<file path="src/rtl/cfg_serial_rx_pkg.sv">
package cfg_serial_rx_pkg;

  localparam int CHAR_MAX = 9;
  localparam int DATA_W   = CHAR_MAX - 1;

  typedef enum logic [2:0] {
    ST_IDLE,
    ST_START,
    ST_DATA,
    ST_PARITY,
    ST_STOP
  } rxState_e;

  // strobes from control to datapath, at most one event per cycle
  typedef struct packed {
    logic startFrame;
    logic dataBit;
    logic parityBit;
    logic stopBit;
    logic bitVal;
  } rxStrobe_t;

  function automatic logic [3:0] charBits(input logic [2:0] code);
    case (code)
      3'b000:  return 4'd5;
      3'b001:  return 4'd6;
      3'b010:  return 4'd7;
      3'b111:  return 4'd9;
      default: return 4'd8;
    endcase
  endfunction

endpackage

</file>
<file path="src/rtl/cfg_serial_rx_sync.sv">
module cfg_serial_rx_sync #(
  parameter int   STAGES    = 2,
  parameter logic RESET_VAL = 1'b0
) (
  input  logic clk,
  input  logic rstN,
  input  logic din,
  output logic dout
);

  logic [STAGES-1:0] chain;

  always_ff @(posedge clk) begin
    if (!rstN) chain <= {STAGES{RESET_VAL}};
    else       chain <= {chain[STAGES-2:0], din};
  end

  assign dout = chain[STAGES-1];

endmodule

</file>
<file path="src/rtl/cfg_serial_rx_ctrl.sv">
module cfg_serial_rx_ctrl
  import cfg_serial_rx_pkg::*;
#(
  parameter int OVS = 16
) (
  input  logic      clk,
  input  logic      rstN,
  input  logic      rxEnable,
  input  logic      syncMode,
  input  logic      sampleTick,
  input  logic      edgeEvt,
  input  logic      lineIn,
  input  logic [3:0] nBits,
  input  logic      parityEn,
  output rxStrobe_t strb
);

  localparam int            PW        = $clog2(OVS);
  localparam logic [PW-1:0] DECIDE_PH = PW'(OVS / 2 + 1);
  localparam logic [PW-1:0] LAST_PH   = PW'(OVS - 1);

  rxState_e      state;
  logic [PW-1:0] phase;
  logic [1:0]    hist;
  logic [3:0]    bitIdx;
  logic          vote, asyncEvt, evt, val, lastData;

  // 2-of-3 vote: two stored samples plus the current one
  assign vote     = (hist[1] & hist[0]) | (hist[1] & lineIn) | (hist[0] & lineIn);
  assign asyncEvt = !syncMode && sampleTick && (state != ST_IDLE) && (phase == DECIDE_PH);
  assign evt      = rxEnable && (syncMode ? edgeEvt : asyncEvt);
  assign val      = syncMode ? lineIn : vote;
  assign lastData = (bitIdx == nBits - 4'd1);

  always_comb begin
    strb            = '0;
    strb.bitVal     = val;
    strb.startFrame = (state == ST_IDLE && rxEnable && syncMode && edgeEvt && !lineIn)
                   || (state == ST_START && evt && !val);
    strb.dataBit    = (state == ST_DATA)   && evt;
    strb.parityBit  = (state == ST_PARITY) && evt;
    strb.stopBit    = (state == ST_STOP)   && evt;
  end

  always_ff @(posedge clk) begin
    if (!rstN || !rxEnable) begin
      state  <= ST_IDLE;
      phase  <= '0;
      hist   <= 2'b11;
      bitIdx <= '0;
    end else begin
      if (!syncMode && sampleTick) hist <= {hist[0], lineIn};
      case (state)
        ST_IDLE: begin
          if (!syncMode && sampleTick && !lineIn) begin
            state <= ST_START;
            phase <= PW'(1);
          end else if (syncMode && edgeEvt && !lineIn) begin
            state  <= ST_DATA;
            bitIdx <= '0;
          end
        end
        default: begin
          if (!syncMode && sampleTick)
            phase <= (phase == LAST_PH) ? '0 : phase + 1'b1;
          if (evt) begin
            case (state)
              ST_START: begin
                state  <= val ? ST_IDLE : ST_DATA;
                bitIdx <= '0;
              end
              ST_DATA: begin
                bitIdx <= bitIdx + 4'd1;
                if (lastData) state <= parityEn ? ST_PARITY : ST_STOP;
              end
              ST_PARITY: state <= ST_STOP;
              default:   state <= ST_IDLE;
            endcase
          end
        end
      endcase
    end
  end

  // checker: async bit events are spaced one full bit of ticks apart
  logic [PW:0] tickGap;
  logic        gapValid;

  always_ff @(posedge clk) begin
    if (!rstN) begin
      tickGap  <= '0;
      gapValid <= 1'b0;
    end else begin
      if (evt) tickGap <= '0;
      else if (sampleTick && tickGap != '1) tickGap <= tickGap + 1'b1;
      if (!rxEnable || syncMode || strb.stopBit) gapValid <= 1'b0;
      else if (strb.startFrame) gapValid <= 1'b1;
    end
  end

  a_r1_bit_spacing: assert property (@(posedge clk) disable iff (!rstN)
    (rxEnable && !syncMode && gapValid && (strb.dataBit || strb.parityBit || strb.stopBit))
      |-> (tickGap == (PW+1)'(OVS - 1)));

endmodule

</file>
<file path="src/rtl/cfg_serial_rx_dp.sv">
module cfg_serial_rx_dp
  import cfg_serial_rx_pkg::*;
(
  input  logic              clk,
  input  logic              rstN,
  input  logic              rxEnable,
  input  rxStrobe_t         strb,
  input  logic [3:0]        nBits,
  input  logic              parityEn,
  input  logic              parityOdd,
  input  logic              dataRead,
  output logic [DATA_W-1:0] rxData,
  output logic              rxBit8,
  output logic              rxComplete,
  output logic              frameErr,
  output logic              overrunErr,
  output logic              parityErr
);

  localparam logic [3:0] MAXB = 4'(CHAR_MAX);

  logic [CHAR_MAX-1:0] shiftReg;
  logic [CHAR_MAX-1:0] aligned;
  logic                parAcc;
  logic                bufFree;

  // bits enter at the top, so a short character is right-aligned by shifting
  assign aligned = shiftReg >> (MAXB - nBits);
  assign bufFree = !rxComplete || dataRead;

  always_ff @(posedge clk) begin
    if (!rstN) begin
      shiftReg   <= '0;
      parAcc     <= 1'b0;
      rxData     <= '0;
      rxBit8     <= 1'b0;
      rxComplete <= 1'b0;
      frameErr   <= 1'b0;
      overrunErr <= 1'b0;
      parityErr  <= 1'b0;
    end else begin
      if (strb.startFrame) begin
        shiftReg <= '0;
        parAcc   <= 1'b0;
      end else if (strb.dataBit) begin
        shiftReg <= {strb.bitVal, shiftReg[CHAR_MAX-1:1]};
        parAcc   <= parAcc ^ strb.bitVal;
      end else if (strb.parityBit) begin
        parAcc   <= parAcc ^ strb.bitVal;
      end

      if (!rxEnable) begin
        rxData     <= '0;
        rxBit8     <= 1'b0;
        rxComplete <= 1'b0;
        frameErr   <= 1'b0;
        overrunErr <= 1'b0;
        parityErr  <= 1'b0;
      end else if (strb.stopBit) begin
        if (bufFree) begin
          rxData     <= aligned[DATA_W-1:0];
          rxBit8     <= (nBits == MAXB) & aligned[CHAR_MAX-1];
          frameErr   <= !strb.bitVal;
          parityErr  <= parityEn && (parAcc != parityOdd);
          rxComplete <= 1'b1;
          overrunErr <= 1'b0;
        end else begin
          overrunErr <= 1'b1;
        end
      end else if (dataRead) begin
        rxComplete <= 1'b0;
        overrunErr <= 1'b0;
      end
    end
  end

  a_r7_disable_flush: assert property (@(posedge clk) disable iff (!rstN)
    !rxEnable |=> (!rxComplete && !frameErr && !overrunErr && !parityErr && rxData == '0));

  a_r5_overrun_keeps: assert property (@(posedge clk) disable iff (!rstN)
    (rxEnable && strb.stopBit && rxComplete && !dataRead)
      |=> (overrunErr && rxComplete && $stable(rxData)));

  a_r6_read_clears: assert property (@(posedge clk) disable iff (!rstN)
    (rxEnable && dataRead && !strb.stopBit) |=> (!rxComplete && !overrunErr));

  a_r4_frame_err: assert property (@(posedge clk) disable iff (!rstN)
    (rxEnable && strb.stopBit && !strb.bitVal && bufFree) |=> (frameErr && rxComplete));

endmodule

</file>
<file path="src/rtl/cfg_serial_rx.sv">
module cfg_serial_rx
  import cfg_serial_rx_pkg::*;
#(
  parameter int OVS         = 16,
  parameter int SYNC_STAGES = 2
) (
  input  logic              clk,
  input  logic              rstN,
  input  logic              rxEnable,
  input  logic              syncMode,
  input  logic              clkPolarity,
  input  logic [2:0]        charSize,
  input  logic [1:0]        parityMode,
  input  logic              sampleTick,
  input  logic              extClk,
  input  logic              serialIn,
  input  logic              dataRead,
  input  logic              rxIntEn,
  input  logic              globalIntEn,
  output logic [DATA_W-1:0] rxData,
  output logic              rxBit8,
  output logic              rxComplete,
  output logic              frameErr,
  output logic              overrunErr,
  output logic              parityErr,
  output logic              rxIrq
);

  logic      lineIn, extSync, extPrev, edgeEvt;
  logic [3:0] nBits;
  rxStrobe_t strb;

  cfg_serial_rx_sync #(.STAGES(SYNC_STAGES), .RESET_VAL(1'b1)) lineSync_i (
    .clk(clk), .rstN(rstN), .din(serialIn), .dout(lineIn));

  cfg_serial_rx_sync #(.STAGES(SYNC_STAGES), .RESET_VAL(1'b0)) clkSync_i (
    .clk(clk), .rstN(rstN), .din(extClk), .dout(extSync));

  always_ff @(posedge clk) begin
    if (!rstN) extPrev <= 1'b0;
    else       extPrev <= extSync;
  end

  // polarity 0 samples on the falling edge, polarity 1 on the rising edge
  assign edgeEvt = clkPolarity ? (extSync & ~extPrev) : (~extSync & extPrev);
  assign nBits   = charBits(charSize);

  cfg_serial_rx_ctrl #(.OVS(OVS)) ctrl_i (
    .clk(clk), .rstN(rstN), .rxEnable(rxEnable), .syncMode(syncMode),
    .sampleTick(sampleTick), .edgeEvt(edgeEvt), .lineIn(lineIn),
    .nBits(nBits), .parityEn(parityMode[1]), .strb(strb));

  cfg_serial_rx_dp dp_i (
    .clk(clk), .rstN(rstN), .rxEnable(rxEnable), .strb(strb), .nBits(nBits),
    .parityEn(parityMode[1]), .parityOdd(parityMode[0]), .dataRead(dataRead),
    .rxData(rxData), .rxBit8(rxBit8), .rxComplete(rxComplete),
    .frameErr(frameErr), .overrunErr(overrunErr), .parityErr(parityErr));

  assign rxIrq = rxIntEn & globalIntEn & rxComplete;

endmodule

</file>
<file path="config.mk">
export PLATFORM = sky130hd
export DESIGN_NAME = cfg_serial_rx
export DESIGN_NICKNAME = d
export VERILOG_FILES = /design/src/rtl/cfg_serial_rx_pkg.sv /design/src/rtl/cfg_serial_rx_sync.sv /design/src/rtl/cfg_serial_rx_ctrl.sv /design/src/rtl/cfg_serial_rx_dp.sv /design/src/rtl/cfg_serial_rx.sv
export SDC_FILE = /design/constraint.sdc
export NUM_CORES = 1
export LEC_CHECK = 0
export BUFFER_PORTS_ARGS = -buffer_cell sky130_fd_sc_hd__buf_2
export CORE_MARGIN = 2
export CORE_UTILIZATION = 62
export CTS_CLUSTER_SIZE = 25
export DETAILED_ROUTE_END_ITERATION = 10
export GPL_TIMING_DRIVEN = 0
export MAX_ROUTING_LAYER = met4
export PLACE_DENSITY = 0.88
export SLEW_MARGIN = 20
export SYNTH_ARGS = -nofsm -noshare
export SYNTH_HDL_FRONTEND = slang
export SYNTH_SLANG_ARGS = --single-unit
</file>
<file path="constraint.sdc">
create_clock -name clk -period 5.78 [get_ports clk]
set_clock_uncertainty 0.05 [all_clocks]
set_input_delay 0.867 -clock clk [delete_from_list [all_inputs] [get_ports clk]]
set_output_delay 0.867 -clock clk [all_outputs]
set_load 0.02 [all_outputs]
</file>
==> results of run 1 <==
[flip-flops by register name (all words and copies together), names as in the netlist]
signal,count
dp_i.frameErr,1
ctrl_i.state,3
ctrl_i.phase,4
dp_i.rxBit8,1
extPrev,1
clkSync_i.chain,2
dp_i.parAcc,1
dp_i.shiftReg,9
ctrl_i.bitIdx,4
dp_i.overrunErr,1
ctrl_i.hist,2
dp_i.parityErr,1
dp_i.rxData,8
lineSync_i.chain,2
dp_i.rxComplete,1
[logic make-up (layout without fill, tap and decap cells)]
family,after synthesis,in the layout
compound gates,76,76
fa+ha+maj,4,4
mux,16,16
xor+xnor,5,5
simple gates,115,115
buf+inv,18,54
flops,41,41
[through the flow]
step / hold slack, ns / area, um2 / worst slack [ns]
6_report: 0.3729 / 2651 / 3.051
4_1_cts: 0.3738 / 2651 / 3.118
3_3_place_gp: 0.3431 / 2536 / 2.849
3_5_place_dp: 0.3478 / 2536 / 2.786
5_1_grt: 0.3956 / 2651 / 2.893
2_1_floorplan: 0.3363 / 2336 / 3.209
[cells in the mapped netlist, drive strengths merged, types with 3 or more instances]
library cell  count
a21oi            14
clkbuf            7
nand3             9
o21ai            18
and2              9
buf               4
nor2             34
a211oi            3
ha                4
inv               7
mux2i            15
nor3             11
a221oi            3
nand2b           13
or3               3
a31oi             5
and3              3
nand2            19
a21o              3
dfxtp            41
o41ai             3
a22o              5
xor2              3
o22ai             5
o221ai            4
[worst reg2reg max path, cell delays in order (launching register included)]
cell and delay [ns]:
dfxtp_1 0.40, ha_1 0.24, nand2_1 0.09, nor3_2 0.20
o21bai_2 0.13, o31ai_2 0.71, nor2_1 0.08, a21o_1 0.19
[where the power goes]
group | internal, uW | switching (uW) | total, uW
logic | 21.6 | 38.0 | 59.6
clock network | 129 | 108 | 237
registers | 284 | 1.37 | 286
total | 435 | 147 | 582
[worst paths after layout]
| kind | from | end | slack, ns | depth (start not counted) |
|---|---|---|---|---|
| max | charSize[1] | dp_i.rxBit8 | 3.05 | 11 |
| min | lineSync_i.chain[0] | lineSync_i.chain[1] | 0.37 | 1 |
| max reg2reg | ctrl_i.phase[0] | dp_i.shiftReg[8] | 3.59 | 7 |
| min reg2reg | lineSync_i.chain[0] | lineSync_i.chain[1] | 0.37 | 1 |
[area by class of cell]
| type | count | area (um2) |
|---|---|---|
| Buffer | 11 | 48.80 |
| Fill cell | 286 | 982.2 |
| Sequential cell | 41 | 820.8 |
| Tap cell | 48 | 60.06 |
| Clock buffer | 5 | 68.82 |
| Timing Repair Buffer | 28 | 140.1 |
| Inverter | 7 | 26.28 |
| Multi-Input combinational cell | 216 | 1440 |
| Clock inverter | 3 | 46.29 |
[routing by layer]
metal  vias up  GRT usage [%]
met3         8          6.678
met1      1015          33.41
li1       1086              -
met2        75          48.72
met5         -              -
met4         0          9.635
==> results.yml, run 1 <==
global_route:
  grt_first_pass_wirelength_mm: 9.066
  antenna_found_initial: 0
  grt_pass1_vias: 2018
  overflow: 0
  grt_max_degree: 15
  grt_use_total_pct: 28.65
routing:
  drt_iter0_markers: 169
  top_layer: "met4"
  wl_met2_mm: 2.676
  drcViolationCount: 0
  viasPerCell: 6.084
  drtPass1Iterations: 4
  wl_per_cell_um: 15.16
  drt-total-wl_mm: 5.441
  drtAntennaViolNets: 0
  routed-wl-met3_um: 304
  vias: 2184
  drt-met1-wl_mm: 2.371
critical_path:
  crit_path_top_delay_cell: "clkbuf_1"
  cp_slowest_stage_delay_ns: 0.35
  required_ns: 5.92
  worstPathArrival_ns: 2.87
  cp_num_buf_inv: 4
  critPathKind: "in2reg"
  startpoint_type: "input pin"
  critPathMaxFanout: 10
  crit_chain: "buf_2 > clkbuf_1 > nand2b_1 > a21o_1 > ha_1 > clkbuf_1 > inv_1 > nand4_1 > nor2_1 > a21oi_1 > nor2_1"
  critPathCaptureType: "flip-flop"
  crit_family: "buffers and inverters"
timing:
  hold_viol: 0
  setup_viol: 0
  fmax_ghz: 0.3665
  finalCritPeriodShare_pct: 47.21
  maxSlewHeadroom_pct: 45.84
  finalMaxSlewViolations: 0
  fin_tns_setup_ns: 0
  tightest_slew_ns: 0.8075
  rsz0062_at_grt: "no"
  finalCriticalPeriod_ns: 2.729
clocking:
  cts_setup_buffers: 0
  path_clk_slew_ns: 0.09
  cts-htree-levels: 2
  cts_resized: 0
  cts_buffer_depth: 2
  cts_buffers: 5
  cts.sinks: 41
  insertion_delay_ns: 0.31
  cts_tree: "built"
  cts_root_buf: "clkbuf_8"
  postCtsHoldBufs: 0
yosys:
  synthesis.nets: 295
  synthSimpleGateAreaFrac_pct: 27.21
  yosysTopAreaCell: "dfxtp_1"
  synth_adder_area_share_pct: 2.142
  ys_ff_latch: 41
  synth_area_per_cell_um2: 8.495
  syn-instance-count: 275
  yosysWarningCount: 0
  synth_edf_count: 0
  seq_area_frac_synth_pct: 35.14
  synth_area_leaders: "dfxtp_1 35%, mux2i_1 6.4%, nor2_1 5.3%"
  ys.flop_type: "dfxtp_1"
  ys_async_sr_fraction_pct: 0
  synthMuxAreaShare_pct: 6.909
  synth_top_family_by_area: "simple AND/OR/NAND/NOR gates"
  synth.distinct_cells: 58
  synthXorXnorAreaFrac_pct: 1.875
  synth_compound_area_share_pct: 23.51
  synth_top_area_share_pct: 35.14
  synth_area_um2: 2336
job:
  max_cap_violations: 0
run_status:
  outcome: "finished clean"
layout:
  syn2layout_area_growth_pct: 13.50
  mostFrequentLayoutCells: "41 x dfxtp_1, 33 x nor2_1, 31 x buf_2, 18 x nand2_1, 16 x o21ai_0"
  antennaDiodeCount: 0
  postLayoutCoreUtil_pct: 72.97
  nNetsFinal: 330
  final_cells: 359
  drive_gt1_share_pct: 18.01
  layout_commonest_cell: "dfxtp_1"
power_and_ir_drop:
  p_per_area_nw_per_um2: 219.7
  finalPower_uw: 582.4
  vdd_drop_max_uv: 187.4
  p_leak_uw: 0.001100
die:
  start_util_pct: 64.29
  io_pins: 30
  die_w_um: 65.38
  design.die.area_um2: 4275
  die-height_um: 65.38
  rows: 22
  core-area_um2: 3633
min_path:
  worstHoldPathType: "reg2reg"
placement:
  dp.cells: 351
  gp_congestion: 0.9555
  place_hpwl_mm: 3.975
  numPortBuffers: 28
Power figures use the tool's default switching activity.
==> inputs of run 2 (changes only) <==
--- a/config.mk
+++ b/config.mk
@@ -7,12 +7,12 @@
 export LEC_CHECK = 0
 export BUFFER_PORTS_ARGS = -buffer_cell sky130_fd_sc_hd__buf_2
 export CORE_MARGIN = 2
-export CORE_UTILIZATION = 62
+export CORE_UTILIZATION = 52
 export CTS_CLUSTER_SIZE = 25
 export DETAILED_ROUTE_END_ITERATION = 10
 export GPL_TIMING_DRIVEN = 0
 export MAX_ROUTING_LAYER = met4
-export PLACE_DENSITY = 0.88
+export PLACE_DENSITY = 0.79
 export SLEW_MARGIN = 20
 export SYNTH_ARGS = -nofsm -noshare
 export SYNTH_HDL_FRONTEND = slang
==> constraint.sdc (replaced) <==
create_clock -name clk -period 2.2 [get_ports clk]
set_clock_uncertainty 0.05 [all_clocks]
set_input_delay 0.33 -clock clk [delete_from_list [all_inputs] [get_ports clk]]
set_output_delay 0.33 -clock clk [all_outputs]
set_load 0.02 [all_outputs]
==> results.yml, run 2 (synthesis gave the netlist of run 1 again) <==
run_status:
  outcome: "finished clean"
routing:
  wl_per_cell_um: 14.00
  drtAntennaViolNets: 0
  drcViolationCount: 0
  drt_iter0_markers: 212
  drt-total-wl_mm: 5.083
  drtPass1Iterations: 5
  viasPerCell: 5.884
  vias: 2136
critical_path:
  worstPathArrival_ns: 2.18
  crit_family: "simple AND/OR/NAND/NOR gates"
  crit_path_top_delay_cell: "or3b_1"
  required_ns: 2.32
  reg2reg_depth: 8
  cp_slowest_stage_delay_ns: 0.41
  critPathKind: "reg2reg"
  crit_chain: "ha_1 > nand2_1 > nor3_2 > o21bai_2 > or3b_1 > buf_4 > mux2i_1 > nor2_1"
  startpoint_type: "flip-flop"
  critPathCaptureType: "flip-flop"
  worstReg2RegStart: "ctrl_i.phase[0]"
  timing.rr.end: "dp_i.shiftReg[4]"
  rrSetupSlack_ns: 0.13
  critPathMaxFanout: 10
  cp_num_buf_inv: 1
power_and_ir_drop:
  comb_power_share_pct: 10.7
  pwr-share-clk_pct: 37.6
  switchingPower_uw: 365.1
  p_int_uw: 1088
  p_sw_share_pct: 25.12
  seqPwrFrac_pct: 51.7
  vdd_drop_max_uv: 242.0
  p_per_area_nw_per_um2: 547.9
  p_leak_uw: 0.001104
clocking:
  cts_buffers: 5
  cts-htree-levels: 2
  cts_root_buf: "clkbuf_8"
  path_clk_slew_ns: 0.08
  cts_buffer_depth: 2
  cts_tree: "built"
  insertion_delay_ns: 0.30
  cts.sinks: 41
timing:
  tightest_slew_ns: 0.4715
  setup_viol: 0
  finalCritPeriodShare_pct: 93.96
  whs_ns: 0.1505
  hold_viol: 0
  finalCriticalPeriod_ns: 2.067
  fin_tns_setup_ns: 0
  finalMaxSlewViolations: 0
  maxSlewHeadroom_pct: 68.23
  rsz0062_at_grt: "no"
  fmax_ghz: 0.4838
min_path:
  hold_start: "dataRead"
  whs_path_depth: 2
  whs_endpoint: "dp_i.overrunErr"
  worstHoldPathType: "in2reg"
die:
  design.die.area_um2: 5045
  io_pins: 30
  die_w_um: 71.03
  rows: 24
  start_util_pct: 53.65
  die-height_um: 71.03
  core-area_um2: 4354
placement:
  numPortBuffers: 28
  gp_congestion: 0.9491
  place_hpwl_mm: 3.869
layout:
  antennaDiodeCount: 0
  layout_commonest_cell: "dfxtp_1"
  mostFrequentLayoutCells: "41 x dfxtp_1, 33 x nor2_1, 31 x buf_2, 18 x nand2_1, 16 x o21ai_0"
  multi_input_area_um2: 1449
  fillers: 384
  drive_gt1_share_pct: 18.33
  largest_register: "dp_i.shiftReg"
  largest_reg_flops: 9
  nNetsFinal: 330
  syn2layout_area_growth_pct: 13.55
  regArea_um2: 820.8
  top_regs: "dp_i.shiftReg x9, dp_i.rxData x8"
global_route:
  grt_pass1_vias: 1847
  grt_max_degree: 13
  overflow: 0
  grt_use_total_pct: 22.04
  grt_first_pass_wirelength_mm: 8.590
  antenna_found_initial: 0
job:
  max_cap_violations: 0
## run 2: timing repair
item | in CTS | in global routing
hold buffers | 0 | 0
gates resized for setup | 0 | 3
buffers inserted | 0 | 0
endpoints found under the setup margin | 0 | 3
endpoints found under the hold margin | 0 | 0
## run 2: layout make-up
type / instances / share of cell area, %
multi-input cells: 216 / 54.62
flip-flops and latches: 41 / 30.94
repair buffers: 28 / 5.283
clock buffers: 7 / 3.632
well taps: 52 / 2.453
plain buffers: 11 / 1.887
inverters: 7 / 0.9906
clock inverters: 1 / 0.1887
## run 2: worst max-delay path by stage
stage                               start                to  slack [ns]  cells after the start
after global placement        charSize[1]       dp_i.rxBit8       -0.20                     11
after CTS                 ctrl_i.phase[0]  dp_i.shiftReg[8]        0.05                      7
after detailed placement      charSize[1]       dp_i.rxBit8       -0.22                     11
final                     ctrl_i.phase[0]  dp_i.shiftReg[4]        0.13                      8
after global routing      ctrl_i.phase[0]  dp_i.shiftReg[4]        0.01                      8
after floorplan               charSize[1]    dp_i.rxData[0]        0.17                      9
## run 2: power by group through the flow
stage          Combinational [uW]  Clock (uW)  Sequential [uW]
3_3_place_gp                  151           0              768
2_1_floorplan                 108           0              767
6_report                      156         547              751
5_1_grt                       173         589              751
3_5_place_dp                  152           0              768
4_1_cts                       153         560              750
## run 2: metal layers
layer  up-vias  global-route usage [%]  part of all wire (%)
li1       1082                       -                     -
met1       991                   29.96                    49
met2        55                   31.67                    44
met3         8                   5.840                   5.4
met4         0                   7.547                   1.6
met5         -                       -                     0
## run 2: stage by stage
| step | setup slack, ns | area, um2 | utilization, % | cells | total power, uW |
|---|---|---|---|---|---|
| after CTS | 0.04912 | 2643 | 60.69 | 363 | 1463 |
| after detailed placement | -0.2156 | 2541 | 58.36 | 355 | 920.6 |
| final | 0.1330 | 2653 | 60.92 | 363 | 1453 |
| after global routing | 0.01133 | 2653 | 60.92 | 363 | 1513 |
| after floorplan | 0.1661 | 2336 | - | 275 | 875.1 |
| after global placement | -0.1953 | 2541 | 58.36 | 355 | 918.3 |
